File: config.mk
export PLATFORM = sky130hd
export DESIGN_NAME = addr_data_mem_tester
export DESIGN_NICKNAME = d
export VERILOG_FILES = /design/src/rtl/memtest_pkg.sv /design/src/rtl/memtest_idx.sv /design/src/rtl/memtest_cmp.sv /design/src/rtl/memtest_seq.sv /design/src/rtl/addr_data_mem_tester.sv
export SDC_FILE = /design/constraint.sdc
export NUM_CORES = 1
export LEC_CHECK = 0
export BUFFER_PORTS_ARGS = -buffer_cell sky130_fd_sc_hd__buf_4
export CAP_MARGIN = 20
export CORE_UTILIZATION = 30
export DETAILED_ROUTE_END_ITERATION = 8
export HOLD_SLACK_MARGIN = 0.15
export MAX_ROUTING_LAYER = met4
export PLACE_DENSITY_LB_ADDON = 0.15
export SETUP_SLACK_MARGIN = 0.1
export SYNTH_ARGS = -nofsm -noshare
export SYNTH_HDL_FRONTEND = slang
export SYNTH_SLANG_ARGS = --single-unit
File: constraint.sdc
create_clock -name clk -period 4.7 [get_ports clk]
set_input_delay 1.41 -clock clk [delete_from_list [all_inputs] [get_ports clk]]
set_output_delay 1.41 -clock clk [all_outputs]
set_load 0.02 [all_outputs]
File: src/rtl/memtest_pkg.sv
package memtest_pkg;
   typedef enum logic [3:0] {
      ST_IDLE,
      ST_FWR,   // fill: write word
      ST_FRD,   // fill: read back
      ST_FWT,   // fill: wait for data
      ST_CRD,   // copy: read source
      ST_CWT,   // copy: wait for data
      ST_CWR,   // copy: write destination
      ST_VRD,   // verify: read destination
      ST_VWT,   // verify: wait for data
      ST_DONE,
      ST_FAIL
   } mt_state_e;
endpackage

File: src/rtl/memtest_idx.sv
module memtest_idx #(
   parameter int CW = 16
) (
   input  logic          clk,
   input  logic          rst_n,
   input  logic          clr,
   input  logic          adv,
   output logic [CW-1:0] idx
);
   always_ff @(posedge clk or negedge rst_n) begin
      if (!rst_n)   idx <= '0;
      else if (clr) idx <= '0;
      else if (adv) idx <= idx + 1'b1;
   end
endmodule

File: src/rtl/memtest_cmp.sv
module memtest_cmp #(
   parameter int AW = 32,
   parameter int DW = 32
) (
   input  logic          clk,
   input  logic          rst_n,
   input  logic          clr,
   input  logic          chk,
   input  logic [AW-1:0] addr,
   input  logic [DW-1:0] exp_w,
   input  logic [DW-1:0] obs_w,
   output logic          mismatch,
   output logic [AW-1:0] f_addr,
   output logic [DW-1:0] f_exp,
   output logic [DW-1:0] f_obs
);
   assign mismatch = (obs_w != exp_w);

   always_ff @(posedge clk or negedge rst_n) begin
      if (!rst_n) begin
         f_addr <= '0;
         f_exp  <= '0;
         f_obs  <= '0;
      end else if (clr) begin
         f_addr <= '0;
         f_exp  <= '0;
         f_obs  <= '0;
      end else if (chk && mismatch) begin
         f_addr <= addr;
         f_exp  <= exp_w;
         f_obs  <= obs_w;
      end
   end
endmodule

File: src/rtl/memtest_seq.sv
module memtest_seq
   import memtest_pkg::*;
(
   input  logic      clk,
   input  logic      rst_n,
   input  logic      acc,
   input  logic      zero_len,
   input  logic      rvalid,
   input  logic      mismatch,
   input  logic      last,
   output mt_state_e st,
   output logic      idx_clr,
   output logic      idx_adv
);
   mt_state_e nx;

   always_comb begin
      nx      = st;
      idx_clr = 1'b0;
      idx_adv = 1'b0;
      if (acc) begin
         idx_clr = 1'b1;
         nx      = zero_len ? ST_DONE : ST_FWR;
      end else begin
         case (st)
            ST_FWR: nx = ST_FRD;
            ST_FRD: nx = ST_FWT;
            ST_FWT: if (rvalid) begin
               if (mismatch)  nx = ST_FAIL;
               else if (last) begin nx = ST_CRD; idx_clr = 1'b1; end
               else           begin nx = ST_FWR; idx_adv = 1'b1; end
            end
            ST_CRD: nx = ST_CWT;
            ST_CWT: if (rvalid) nx = ST_CWR;
            ST_CWR: if (last) begin nx = ST_VRD; idx_clr = 1'b1; end
                    else      begin nx = ST_CRD; idx_adv = 1'b1; end
            ST_VRD: nx = ST_VWT;
            ST_VWT: if (rvalid) begin
               if (mismatch)  nx = ST_FAIL;
               else if (last) nx = ST_DONE;
               else           begin nx = ST_VRD; idx_adv = 1'b1; end
            end
            default: nx = st;
         endcase
      end
   end

   always_ff @(posedge clk or negedge rst_n) begin
      if (!rst_n) st <= ST_IDLE;
      else        st <= nx;
   end
endmodule

File: src/rtl/addr_data_mem_tester.sv
module addr_data_mem_tester
   import memtest_pkg::*;
#(
   parameter int AW = 32,
   parameter int DW = 32,
   parameter int CW = 16
) (
   input  logic          clk,
   input  logic          rst_n,
   input  logic          start,
   input  logic [AW-1:0] src_base,
   input  logic [AW-1:0] dst_base,
   input  logic [CW-1:0] word_count,
   output logic          mem_req,
   output logic          mem_we,
   output logic [AW-1:0] mem_addr,
   output logic [DW-1:0] mem_wdata,
   input  logic [DW-1:0] mem_rdata,
   input  logic          mem_rvalid,
   output logic          busy,
   output logic          done,
   output logic          pass,
   output logic          fail,
   output logic [AW-1:0] fail_addr,
   output logic [DW-1:0] fail_exp,
   output logic [DW-1:0] fail_obs
);
   localparam int IW = CW + 2;

   generate
      if (AW > DW) begin : g_bad_width
         $error("data width must hold a full address");
      end
      if (AW < 3) begin : g_bad_aw
         $error("address width too small for word stepping");
      end
      if (CW < 1) begin : g_bad_cw
         $error("count width must be at least 1");
      end
   endgenerate

   mt_state_e     st;
   logic          acc, idx_clr, idx_adv, last, mismatch, chk;
   logic [CW-1:0] idx, cnt_q;
   logic [AW-1:0] src_q, dst_q, off, src_a, dst_a, cmp_addr;
   logic [IW-1:0] stride;
   logic [DW-1:0] src_exp, copy_q;

   assign busy = (st != ST_IDLE) && (st != ST_DONE) && (st != ST_FAIL);
   assign acc  = start && !busy;
   assign done = (st == ST_DONE) || (st == ST_FAIL);
   assign pass = (st == ST_DONE);
   assign fail = (st == ST_FAIL);

   always_ff @(posedge clk or negedge rst_n) begin
      if (!rst_n) begin
         src_q <= '0;
         dst_q <= '0;
         cnt_q <= '0;
      end else if (acc) begin
         src_q <= src_base;
         dst_q <= dst_base;
         cnt_q <= word_count;
      end
   end

   memtest_idx #(.CW(CW)) u_idx (
      .clk(clk), .rst_n(rst_n), .clr(idx_clr), .adv(idx_adv), .idx(idx)
   );

   assign last   = (idx == cnt_q - 1'b1);
   assign stride = {idx, 2'b00};

   generate
      if (IW >= AW) begin : g_off_trunc
         assign off = stride[AW-1:0];
      end else begin : g_off_ext
         assign off = {{(AW-IW){1'b0}}, stride};
      end
      if (DW == AW) begin : g_exp_same
         assign src_exp = src_a;
      end else begin : g_exp_ext
         assign src_exp = {{(DW-AW){1'b0}}, src_a};
      end
   endgenerate

   assign src_a = src_q + off;
   assign dst_a = dst_q + off;

   memtest_seq u_seq (
      .clk(clk), .rst_n(rst_n), .acc(acc), .zero_len(word_count == '0),
      .rvalid(mem_rvalid), .mismatch(mismatch), .last(last),
      .st(st), .idx_clr(idx_clr), .idx_adv(idx_adv)
   );

   assign chk      = mem_rvalid && ((st == ST_FWT) || (st == ST_VWT));
   assign cmp_addr = (st == ST_VWT) ? dst_a : src_a;

   memtest_cmp #(.AW(AW), .DW(DW)) u_cmp (
      .clk(clk), .rst_n(rst_n), .clr(acc), .chk(chk), .addr(cmp_addr),
      .exp_w(src_exp), .obs_w(mem_rdata), .mismatch(mismatch),
      .f_addr(fail_addr), .f_exp(fail_exp), .f_obs(fail_obs)
   );

   always_ff @(posedge clk or negedge rst_n) begin
      if (!rst_n)                         copy_q <= '0;
      else if (st == ST_CWT && mem_rvalid) copy_q <= mem_rdata;
   end

   assign mem_req   = (st == ST_FWR) || (st == ST_FRD) || (st == ST_CRD) ||
                      (st == ST_CWR) || (st == ST_VRD);
   assign mem_we    = (st == ST_FWR) || (st == ST_CWR);
   assign mem_addr  = ((st == ST_CWR) || (st == ST_VRD)) ? dst_a : src_a;
   assign mem_wdata = (st == ST_CWR) ? copy_q : src_exp;

   // ---------------- checks ----------------
   logic          rd_pend;
   logic [DW-1:0] last_rd;
   always_ff @(posedge clk or negedge rst_n) begin
      if (!rst_n) begin
         rd_pend <= 1'b0;
         last_rd <= '0;
      end else begin
         if (mem_rvalid)                rd_pend <= 1'b0;
         else if (mem_req && !mem_we)   rd_pend <= 1'b1;
         if (mem_rvalid)                last_rd <= mem_rdata;
      end
   end


   single_outstanding_chk: assert property (@(posedge clk) disable iff (!rst_n)
      rd_pend |-> !mem_req);

   readback_next_chk: assert property (@(posedge clk) disable iff (!rst_n)
      (mem_req && mem_we && st == ST_FWR) |=>
      (mem_req && !mem_we && mem_addr == $past(mem_addr)));

   fill_data_chk: assert property (@(posedge clk) disable iff (!rst_n)
      (mem_req && mem_we && st != ST_CWR) |-> (mem_wdata[AW-1:0] == mem_addr));

   copy_data_chk: assert property (@(posedge clk) disable iff (!rst_n)
      (mem_req && mem_we && st == ST_CWR) |-> (mem_wdata == last_rd));

   fail_hold_chk: assert property (@(posedge clk) disable iff (!rst_n)
      (fail && !start) |=> (fail && $stable(fail_addr) && $stable(fail_exp) &&
                            $stable(fail_obs)));

   quiet_after_end_chk: assert property (@(posedge clk) disable iff (!rst_n)
      done |-> !mem_req);

   zero_len_chk: assert property (@(posedge clk) disable iff (!rst_n)
      (start && !busy && word_count == '0) |=> (done && pass));
endmodule

==> results summary, run 1 <==
The run finished, with violations left. The final reports fail on setup timing. The clock root buffer is clkbuf_16. Across all layers, the routed design uses 13.6k vias. In the layout the commonest cells are 381 x buf_4, 363 x nand2_1, 226 x dfrtp_1, 145 x nand3_1, 90 x nor2_1.

In the global route stage, overall resource usage came out at 22.0%. The later pin in the worst-skew pair is clocked with a latency of 580 ps. The reported leakage power came out at 9.26 nW. The timing-limited maximum frequency came out at 202 MHz. The mean area per synthesized cell came out at 8.37 sq um. The first global-routing pass estimated 78.0 mm of wire. In the final design database the tool counted 2182 nets. The area occupied by registers is about 5700 sq um.

The number of remaining DRC errors came out at 0. The critical path startpoint category is a register. For this configuration, the core starts out at a cell density of 30.6%. The setup TNS came out at -3350 ps. At the end of routability-driven placement, the weighted congestion stood at 0.891. The final HPWL from detailed placement is 38.0 mm. At the pin with the least slew margin, the transition time is slightly above 900 ps.

The post-layout worst setup margin is -252 ps. The share of async-settable or async-resettable flops after synthesis is 100%. The final hold slack is between 400 and 500 ps. The count of final setup violators is 21. The DRC marker count from the first detailed-route iteration is between 900 and 1k. The number of H-tree branching levels is 1. The placed instances occupy a cell area of 17100 sq um. The instance count of the mapped netlist came out at approximately 1.7k. The most common flop cell mapped by yosys is dfrtp_1. The count of nets left with antenna violations after detail routing is 0.

The sequential area share after synthesis came out at 40.9%. The startpoint of the tightest hold check path is src_q[15]. The number of warnings issued by yosys came out at 0. The via count of the first global-routing pass was approximately 13k. The total standard cell area after synthesis is 13900 sq um.

Setup repair after global routing could not meet its margin everywhere. The die height came out at 218 um. The utilization after layout came out at 43.2%. The area of the die came out at 47300 sq um. The number of buffer cells added on primary ports is between 200 and 300. The arrival time at the worst endpoint is 3540 ps. The core box area is 45600 sq um. The power density of the placed cells is 584 nW/um^2. After filler insertion, the fill cell instance count of the layout stands at approximately 4.5k. After layout, the design draws a total of roughly 12 mW.

The worst setup path is captured at a primary output. The setup slack at placement is ~34 ps. Once layout is done, the placed cells without fillers occupy 19700 sq um. The remaining global-route overflow came out at 0.

The maximum clock insertion buffer count is 3. Entering global routing, the biggest net connects 102 pins. Pin placement for this block handled 282 I/O pins. At the worst endpoint, the required time is 3290 ps. TritonCTS built the clock tree. The final standard cell count with taps included and fillers excluded is 2654. The post-route fraction of the period consumed by the critical path is 105%. The count of TritonRoute iterations in the first routing pass is 5.

The peak ir drop on the vdd network came out at 0.282 mV. The number of antenna violations at the first check in global routing was 1. The minimum period implied by the final worst setup slack came out at between 4000 and 5000 ps. The flip-flop and latch count after synthesis is about 230. The number of synthesized flops with an enable pin is 0. The number of nets in the synthesized netlist is 1818.

The die outline width came out at between 200 and 250 um. The worst clock skew on the final layout came out at roughly 22 ps. The area added between synthesis and finish came out at 41.3%.

The routed via count divided by cell count is 5.12. After synthesis, the netlist uses 85 different library cells. The clock transition at the register clock pins on the worst setup and hold paths after CTS is 60 ps.

The clock buffer count from CTS came out at 29. The number of placed cells counting well taps came out at 2522. In this run the worst setup path begins at u_idx.idx[1]. The maximum fanout along the worst path came out at 7.

Leaving out fill and tap cells, the most frequent cell in the layout is buf_4. The worst pin sits at a relative slew slack of about two fifths. The count of endpoints failing hold in the final timing report was 0. The TritonCTS sink count is ~230. The startpoint identified for the worst register-to-register timing path is u_idx.idx[0]. The count of standard-cell rows came out at 78. The number of buffers inserted by hold repair at cts is 0. The worst setup path is of the reg2out kind. The tightest min-delay check is of the reg2reg type. The count of pins over their slew limit was 0. The routed wire length came out at between 50 and 60 mm. The number of maximum-capacitance violations is 0. The post-route netlist has 32.8% of its cells at a drive strength greater than 1.

The combined area of the multi-input logic cells is 8620 sq um. The detailed-route wire length per cell came out at 19.6 um.
[cells in the mapped netlist (9+ instances only)]
master / n / share of area, %
and3_1: 15 / 0.67
nor2b_1: 18 / 0.81
nor3_1: 31 / 1.1
a21o_1: 9 / 0.48
a211oi_1: 9 / 0.48
nand2b_1: 11 / 0.49
nand3_1: 150 / 5.4
nor4_1: 11 / 0.49
xnor2_1: 66 / 4.1
o21ai_1: 64 / 2.3
buf_2: 19 / 0.68
dfrtp_1: 228 / 41
or3_1: 14 / 0.63
buf_1: 17 / 0.46
o21a_1: 10 / 0.54
nor2_1: 100 / 2.7
a21oi_1: 91 / 3.3
nand4_1: 18 / 0.81
mux2_2: 37 / 3.0
xor2_1: 34 / 2.1
mux2i_1: 20 / 1.4
nand2_1: 369 / 9.9
clkbuf_1: 66 / 1.8
a31oi_1: 11 / 0.49
and2_1: 9 / 0.40
ha_1: 34 / 3.1
o21ai_0: 64 / 2.3
inv_1: 25 / 0.67
[critical path: stages, from the launching register on]
cell and delay [ps]:
dfrtp_2 440, ha_4 260, a21o_1 120, a21oi_2 60, o21a_1 190, nor3_2 160, a41oi_2 160, a211o_1 310
o211ai_1 270, o41a_1 200, buf_6 160, nand2_2 60, xor2_1 160, mux2i_1 220, buf_4 190
[what timing repair did]
item | CTS | global route
resized for setup | 105 | 113
setup endpoints to repair | 40 | 40
pin swaps | 46 | 40
hold endpoints to repair | 0 | 0
setup buffers | 37 | 40
[worst paths after layout]
check / slack (ps) / end / cells past startpoint
setup / recovery: -250 / mem_addr[19] / 14
hold / removal: 480 / src_q[15] / 2
setup reg to reg: 360 / u_cmp.f_addr[23] / 23
hold reg to reg: 480 / src_q[15] / 2
max in group asynchronous: 2820 / cnt_q[9] / 2
min in group asynchronous: 820 / u_cmp.f_exp[29] / 1
[power by group]
part	switching [mW]	total, mW	internal [mW]
clock	0.922	2.21	1.28
sequential	0.677	3.25	2.57
combinational	3.54	6.05	2.51
[routing by layer]
metal  up-vias  GRT usage [%]  part of all wire, %  wire length (um)
li1       6541              -                    -                 -
met1      6651           29.8                   46             24100
met2       337           34.1                   47             24400
met3        57           3.10                  4.5              2340
met4         0           6.20                  2.1              1090
met5         -              -                    0                 0
[cell families (layout without fill, tap and decap cells)]
kind of cell               Yosys count  count (layout)  share of synthesized area (%)
DFF                                228             228                           40.9
AOI/OAI and AO/OA                  328             328                           14.6
other                                0               2                              0
adders and majority gates           36              36                           3.34
muxes                               57              57                           4.42
buffers and inverters              129             515                           3.71
and+or+nand+nor                    779             779                           25.4
xor gates and xnor gates           109             109                           7.57
[flip-flops by register name (all words and copies together), names as in the netlist]
register / flops
copy_q: 32
u_cmp.f_exp: 32
cnt_q: 16
u_cmp.f_obs: 32
dst_q: 32
u_seq.st: 4
src_q: 32
u_idx.idx: 16
u_cmp.f_addr: 32
[final cells by class]
type                       instances  share of cell area [%]
multi-input combinational       1309                    43.8
clock buffer                      40                    4.20
inverter                          25                   0.476
sequential                       228                    29.0
timing repair buffer             437                    18.2
clock inverter                    13                   0.559
tap                              600                    3.81
antenna                            2                  0.0254
Note: power is estimated with default switching activity, not from simulation.
==> inputs of run 2 (changes only) <==
--- a/config.mk
+++ b/config.mk
@@ -7,6 +7,7 @@
 export LEC_CHECK = 0
 export BUFFER_PORTS_ARGS = -buffer_cell sky130_fd_sc_hd__buf_4
 export CAP_MARGIN = 20
+export CORE_ASPECT_RATIO = 0.5
 export CORE_UTILIZATION = 30
 export DETAILED_ROUTE_END_ITERATION = 8
 export HOLD_SLACK_MARGIN = 0.15
==> run 2 against run 1 <==
Effect of this change:
- the flow still finishes with violations (setup timing)
- register-to-register slack worse by 90 ps
- clock power is 5% lower
- count of clock-buffer cells in the layout is 5 lower
- critical path type unchanged
- critical endpoint is now mem_addr[24]
- highest routed layer unchanged
==> results summary, run 2 (synthesis results as in run 1) <==
The final design instance area without fill is 19500 sq um. Detailed placement finished with a half-perimeter wire length of 41.2 mm. The number of buffer cells added on primary ports is 281. The required time at the worst-slack endpoint came out at 3290 ps. The fraction of final layout cells sized beyond drive strength 1 is 31.9%. The minimum period implied by the final worst setup slack came out at around 5000 ps.

The power density of the placed cells is 589 nW/um^2. The repair_antennas step left the layout with diodes totalling 0. The count of TritonRoute iterations in the first routing pass is 5.

The count of vias placed by the detailed router is 13.6k. The number of H-tree branching levels came out at 1. The number of antenna violations at the first check in global routing is 0. The initial standard-cell utilization of the core is 30.6%. The final weighted congestion in routability-driven placement is 0.924. In the routed design, unresolved DRC markers number 0.

In this run the clock root is driven by a clkbuf_16. The TritonCTS sink count is 228. The detailed-route wire length per cell is between 20 and 25 um. The clock tree from TritonCTS is built.

The count of endpoints failing hold in the final timing report is 0. The critical path startpoint category is a register. In the layout the commonest cells are 396 x buf_4, 366 x nand2_1, 226 x dfrtp_1, 148 x nand3_1, 93 x nor2_1. The maximum fanout along the worst path came out at 7.

Across all setup checks in the final design, the least slack found is -306 ps. The final net count came out at 2183. The DRC marker count from the first detailed-route iteration is 1183. The peak ir drop on the vdd network is 0.238 mV. Excluding fillers, the count of instances in the completed layout stands at 2676. The class of the tightest hold or removal check is reg2reg. The number of placed cells counting well taps is 2567. The critical path in this run is classified as reg2out.

Global routing used 23.4% of the available tracks. The maximum clock insertion buffer count came out at 3. The timing-limited maximum frequency came out at 200 MHz. Entering global routing, the biggest net connects 84 pins. The area of placed instances came out at 17300 sq um. The count of standard-cell rows came out at 55. The number of I/O pins is ~280. From synthesis to final layout, the design area changed by 39.9%. Setup violations remaining at the end of the flow were counted as 20. The most frequent standard cell in the layout excluding fill and tap cells is buf_4.

The reported leakage power came out at 9.19 nW. The number of maximum-capacitance violations came out at 0. The arrival time at the worst endpoint came out at 3600 ps. The first-pass GRT wire length came out at 82.4 mm. The via count of the first global-routing pass is 13.0k. Counting the buffers created by CTS gives 25. The worst setup path is captured at a primary output.

The core box area came out at 45500 sq um. The clock insertion delay at the later pin of the skew report came out at 560 ps. The final reports fail on setup timing. The count of nets left with antenna violations once routing finished came out at 0. The area of the die came out at 47400 sq um.

At the pin with the least slew margin, the transition time is 947 ps. Setup repair after global routing could not meet its margin everywhere. The routed via count divided by cell count is 5.10. The die outline width came out at ~310 um.

After global routing the overflow that remains totals 0. The count of pins over their slew limit is 0. On the final layout, the worst clock skew is between 20 and 25 ps. The run finished, with violations left. The routed wire length came out at between 50 and 60 mm.

The clock transition at the register clock pins on the worst setup and hold paths after CTS came out at approximately 70 ps. The worst slew slack as a fraction of its limit came out at 36.8%. The post-route fraction of the period consumed by the critical path came out at 107%. The die height came out at 154 um.
run 2: cell count changes in the layout (fill, tap and decap cells not counted), moves of 4 or more:
cell / change
nand3_2: -4
buf_6: -13
o21ai_4: -4
buf_4: +15
a21oi_1: +5
a21oi_4: -4
clkinv_2: -5
clkbuf_16: -4
run 2: what timing repair did:
item                       in CTS  in global routing
gates resized for setup        96                 83
hold endpoints to repair        0                  0
hold buffers                    0                  0
pin swaps                      42                 45
setup endpoints to repair      37                 90
buffers inserted               36                 38
run 2: critical path: stages (launching register included):
cell and delay (ps):
dfrtp_2 440, buf_4 150, fa_2 370, a21o_1 190, a21oi_2 160, o21a_1 160, nor3_2 50, a41oi_2 160
a211o_1 230, o2111ai_2 130, a21oi_2 170, buf_6 200, nor2b_1 80, xnor2_1 140, mux2i_1 210, buf_4 180
run 2: metrics by stage:
step           power, mW  setup slack, ps  utilization, %  TNS [ps]  hold slack [ps]
3_5_place_dp        8.93             41.7            38.1         0              474
6_report            11.5             -306            42.9     -3220              486
2_1_floorplan       6.39              116               -         0              450
3_3_place_gp        8.92             44.2            38.1         0              471
4_1_cts             11.3             -275            41.5     -3830              489
5_1_grt             12.2             -473            42.9     -7330              508
run 2: final cells by class:
| class | count | area [sq um] |
|---|---|---|
| inverters | 25 | 93.8 |
| clock buffers | 35 | 713 |
| repair buffers | 442 | 3600 |
| multi-input cells | 1309 | 8450 |
| fillers | 4559 | 26000 |
| clock inverters | 10 | 145 |
| flip-flops and latches | 228 | 5710 |
| well taps | 627 | 785 |
run 2: layer usage:
metal	global-route usage [%]	wire length (um)	share of wire, %	vias to the layer above
met3	3.56	2440	4.4	63
met5	-	0	0	-
met1	33.8	27100	49	6740
met2	34.3	24400	44	316
li1	-	-	-	6528
met4	4.93	1190	2.2	0
run 2: where the power goes:
part | switching [mW] | total, mW | internal [mW]
Sequential | 0.689 | 3.26 | 2.57
Combinational | 3.63 | 6.12 | 2.49
Clock | 0.878 | 2.11 | 1.23
run 2: path summary, 6_finish.rpt:
check	start	slack, ps	cells after the start	endpoint
setup / recovery	u_idx.idx[1]	-310	15	mem_addr[24]
hold / removal	copy_q[27]	490	2	copy_q[27]
setup reg to reg	u_idx.idx[0]	270	21	u_idx.idx[14]
hold reg to reg	copy_q[27]	490	2	copy_q[27]
max in group asynchronous	rst_n	2870	2	u_cmp.f_obs[23]
min in group asynchronous	rst_n	860	1	dst_q[7]
==> inputs of run 3 (changes only) <==
--- a/config.mk
+++ b/config.mk
@@ -7,6 +7,8 @@
 export LEC_CHECK = 0
 export BUFFER_PORTS_ARGS = -buffer_cell sky130_fd_sc_hd__buf_4
 export CAP_MARGIN = 20
+export CELL_PAD_IN_SITES_DETAIL_PLACEMENT = 1
+export CELL_PAD_IN_SITES_GLOBAL_PLACEMENT = 1
 export CORE_ASPECT_RATIO = 0.5
 export CORE_UTILIZATION = 30
 export DETAILED_ROUTE_END_ITERATION = 8
==> run 3 against run 2 <==
Effect of this change:
- the run still ends with setup timing left
- register-to-register slack got worse by 40 ps
- sequential share of layout area decreased by 0.85 points
- flip-flop and latch count unchanged
- first-iteration DRC count decreased by 23%
- largest cell class unchanged
- highest routed layer unchanged
==> results summary, run 3 (synthesis results as in run 1) <==
The run finished, with violations left. The final reports fail on setup timing. The min-delay analysis places its worst path in the category reg2reg. The TritonCTS sink count is 228. The worst register-to-register path begins at u_idx.idx[0].

CTS built an H-tree with a depth of 1. The core box area is about 45000 sq um. The final design instance area without fill is 20100 sq um.

The post-layout worst setup margin came out at -325 ps. The number of I/O pins came out at 282. The startpoint of the tightest hold check path is dst_q[8]. The reported leakage power is 9.37 nW. The worst setup path is launched from a register. The routing usage on met1 came out at between 30% and 40%.

The met3 demand-to-capacity share in global routing is under 10%. The largest net degree at the start of global routing is 89. The detailed-route wire length per cell is 20.9 um.

The DRC marker count from the first detailed-route iteration came out at just over 900. STA puts the critical path data required time at 3290 ps. Power spread over the standard cell area amounts to approximately 580 nW/um^2. The area of the die came out at 47400 sq um. The detailed router placed 13.8k vias in this run.

The register-to-register setup slack came out at 230 ps. After legalization and detailed placement, the total HPWL measured 40.3 mm. The number of maximum-capacitance violations came out at 0. The number of antenna violations at the first check in global routing came out at 2. TritonCTS built the clock tree. The first global-routing pass estimated between 80 and 90 mm of wire.

In this run the core area contains 55 standard-cell rows. The worst register-to-register path ends at u_idx.idx[8]. The setup path with the least slack is of type reg2out. The number of buffers inserted by hold repair at cts is 0. The library cells used most frequently in the layout, excluding fill and tap cells, are 390 x buf_4, 363 x nand2_1, 225 x dfrtp_1, 145 x nand3_1, 93 x nor2_1. The worst clock skew on the final layout is 22.7 ps. The global-route met2 utilization came out at 37.5%. The count of pins over their slew limit came out at 0. The overall routing resource usage is 23.7%. The total power consumption of the routed design came out at 11.7 mW. The number of buffer cells added on primary ports is 281.

Setup repair after global routing could not meet its margin everywhere. The remaining global-route overflow is 0. Measured in cells, the most critical reg-to-reg path has a length of 20. Clock-pin slew was measured on the worst setup and hold paths at 70 ps.

The fraction of final layout cells sized beyond drive strength 1 is 34.1%. The routed via count divided by cell count is 5.11. The initial standard-cell utilization of the core came out at between 30% and 40%. Traced cell by cell, the critical path runs through ha_4, a21o_1, a21oi_2, o21a_1, nor3_4, a41oi_2, a211o_1, o211ai_1, o41a_1, buf_12, nand2_1, xor2_2, mux2i_1, buf_4. Clock latency on the worst-skew pair, taken at its later pin, is ~570 ps. For hold timing, the worst endpoint is dst_q[8].

The via count of the first global-routing pass came out at between 10k and 15k. The count of TritonRoute iterations in the first routing pass is 5. The post-route fraction of the period consumed by the critical path came out at 107%. At the pin with the least slew margin, the transition time is 793 ps. The arrival time at the worst endpoint is 3620 ps. The layer flagged by global routing as most heavily used is met2.

The minimum period implied by the final worst setup slack came out at 5030 ps. The stage delay of the slowest cell on the critical path came out at 450 ps. The clock buffer count from CTS is 25.

In the routed design, unresolved DRC markers number 0. The count of final setup violators is 27. The routed design has between 50 and 60 mm of wire.

The die outline width came out at 307 um. The final net count is 2202. The area added between synthesis and finish came out at 44.1%. Once detail routing completed, the nets flagged for antenna violations numbered 0. The area of placed instances came out at 17300 sq um. The timing-limited maximum frequency came out at 199 MHz. The worst slew slack as a fraction of its limit is 47.1%.

The maximum fanout along the worst path is 7. The worst setup path is captured at a primary output. The count of endpoints failing hold in the final timing report came out at 0. The library cell used most frequently in the layout, excluding fill and tap cells, is buf_4. For this design, the slowest cell found on the critical path is dfrtp_2. At the end of routability-driven placement, the weighted congestion stood at about 0.89. The worst-case IR drop observed on VDD is 0.303 mV. CTS placed an instance of clkbuf_16 at the clock tree root. The maximum clock insertion buffer count is 3.

The worst hold path depth is 2. The die is about 150 um tall.
-- run 3: changes by cell type in the layout (fill, tap and decap cells not counted), sizes merged --
cell | previous run | this run
buf | 442 | 461
bufinv | 3 | 4
clkinv | 4 | 6
clkinvlp | 2 | 0
diode | 0 | 2
-- run 3: worst max-delay path by stage --
| stage | start | slack, ps | end | cells past startpoint |
|---|---|---|---|---|
| after floorplan | u_idx.idx[0] | 120 | mem_addr[22] | 13 |
| after global placement | u_idx.idx[0] | 40 | mem_addr[28] | 15 |
| after detailed placement | u_idx.idx[0] | -70 | mem_addr[28] | 14 |
| after CTS | dst_q[3] | -370 | mem_addr[22] | 15 |
| after global routing | u_idx.idx[0] | -540 | mem_addr[23] | 15 |
| final | u_idx.idx[1] | -330 | mem_addr[19] | 14 |
-- run 3: area by class of cell --
type / count / area (sq um)
Fill cell: 5255 / 25400
Multi-Input combinational cell: 1309 / 8810
Sequential cell: 228 / 5710
Timing Repair Buffer: 461 / 3820
Tap cell: 627 / 785
Clock buffer: 35 / 703
Clock inverter: 11 / 159
Inverter: 25 / 93.8
Antenna cell: 2 / 5.00
-- run 3: critical path: cells and delay by family, from the launching register on --
kind / cells / cell delay (ps)
AOI/OAI and AO/OA: 7 / 1400
xor gates and xnor gates: 1 / 170
DFF: 1 / 450
muxes: 1 / 160
adders and majority gates: 1 / 270
and+or+nand+nor: 2 / 250
buffers and inverters: 2 / 330
-- run 3: layer usage --
| metal | vias to the layer above | part of all wire (%) | routed length (um) |
|---|---|---|---|
| met3 | 75 | 3.6 | 2010 |
| li1 | 6545 | - | - |
| met4 | 0 | 2.6 | 1470 |
| met2 | 222 | 48 | 26900 |
| met5 | - | 0 | 0 |
| met1 | 6935 | 46 | 26000 |
-- run 3: what timing repair did --
item,in CTS,in global routing
buffers inserted,53,45
endpoints found under the setup margin,42,145
pin swaps,56,58
gates cloned,0,0
gates resized for setup,128,140
-- run 3: where the power goes --
group | internal, mW | switching (mW)
registers | 2.57 | 0.660
clock network | 1.26 | 0.906
logic | 2.61 | 3.65
-- run 3: metrics by stage --
step | cells | util [%] | hold WS, ps | setup WS (ps) | setup TNS, ps
floorplan | 1666 | - | 450 | 116 | 0
CTS | 2662 | 42.2 | 485 | -368 | -5280
global placement | 2563 | 38.0 | 463 | 42.8 | 0
detailed placement | 2563 | 38.0 | 469 | -66.2 | -113
finish | 2698 | 44.2 | 482 | -325 | -6020
global route | 2698 | 44.2 | 504 | -539 | -10650
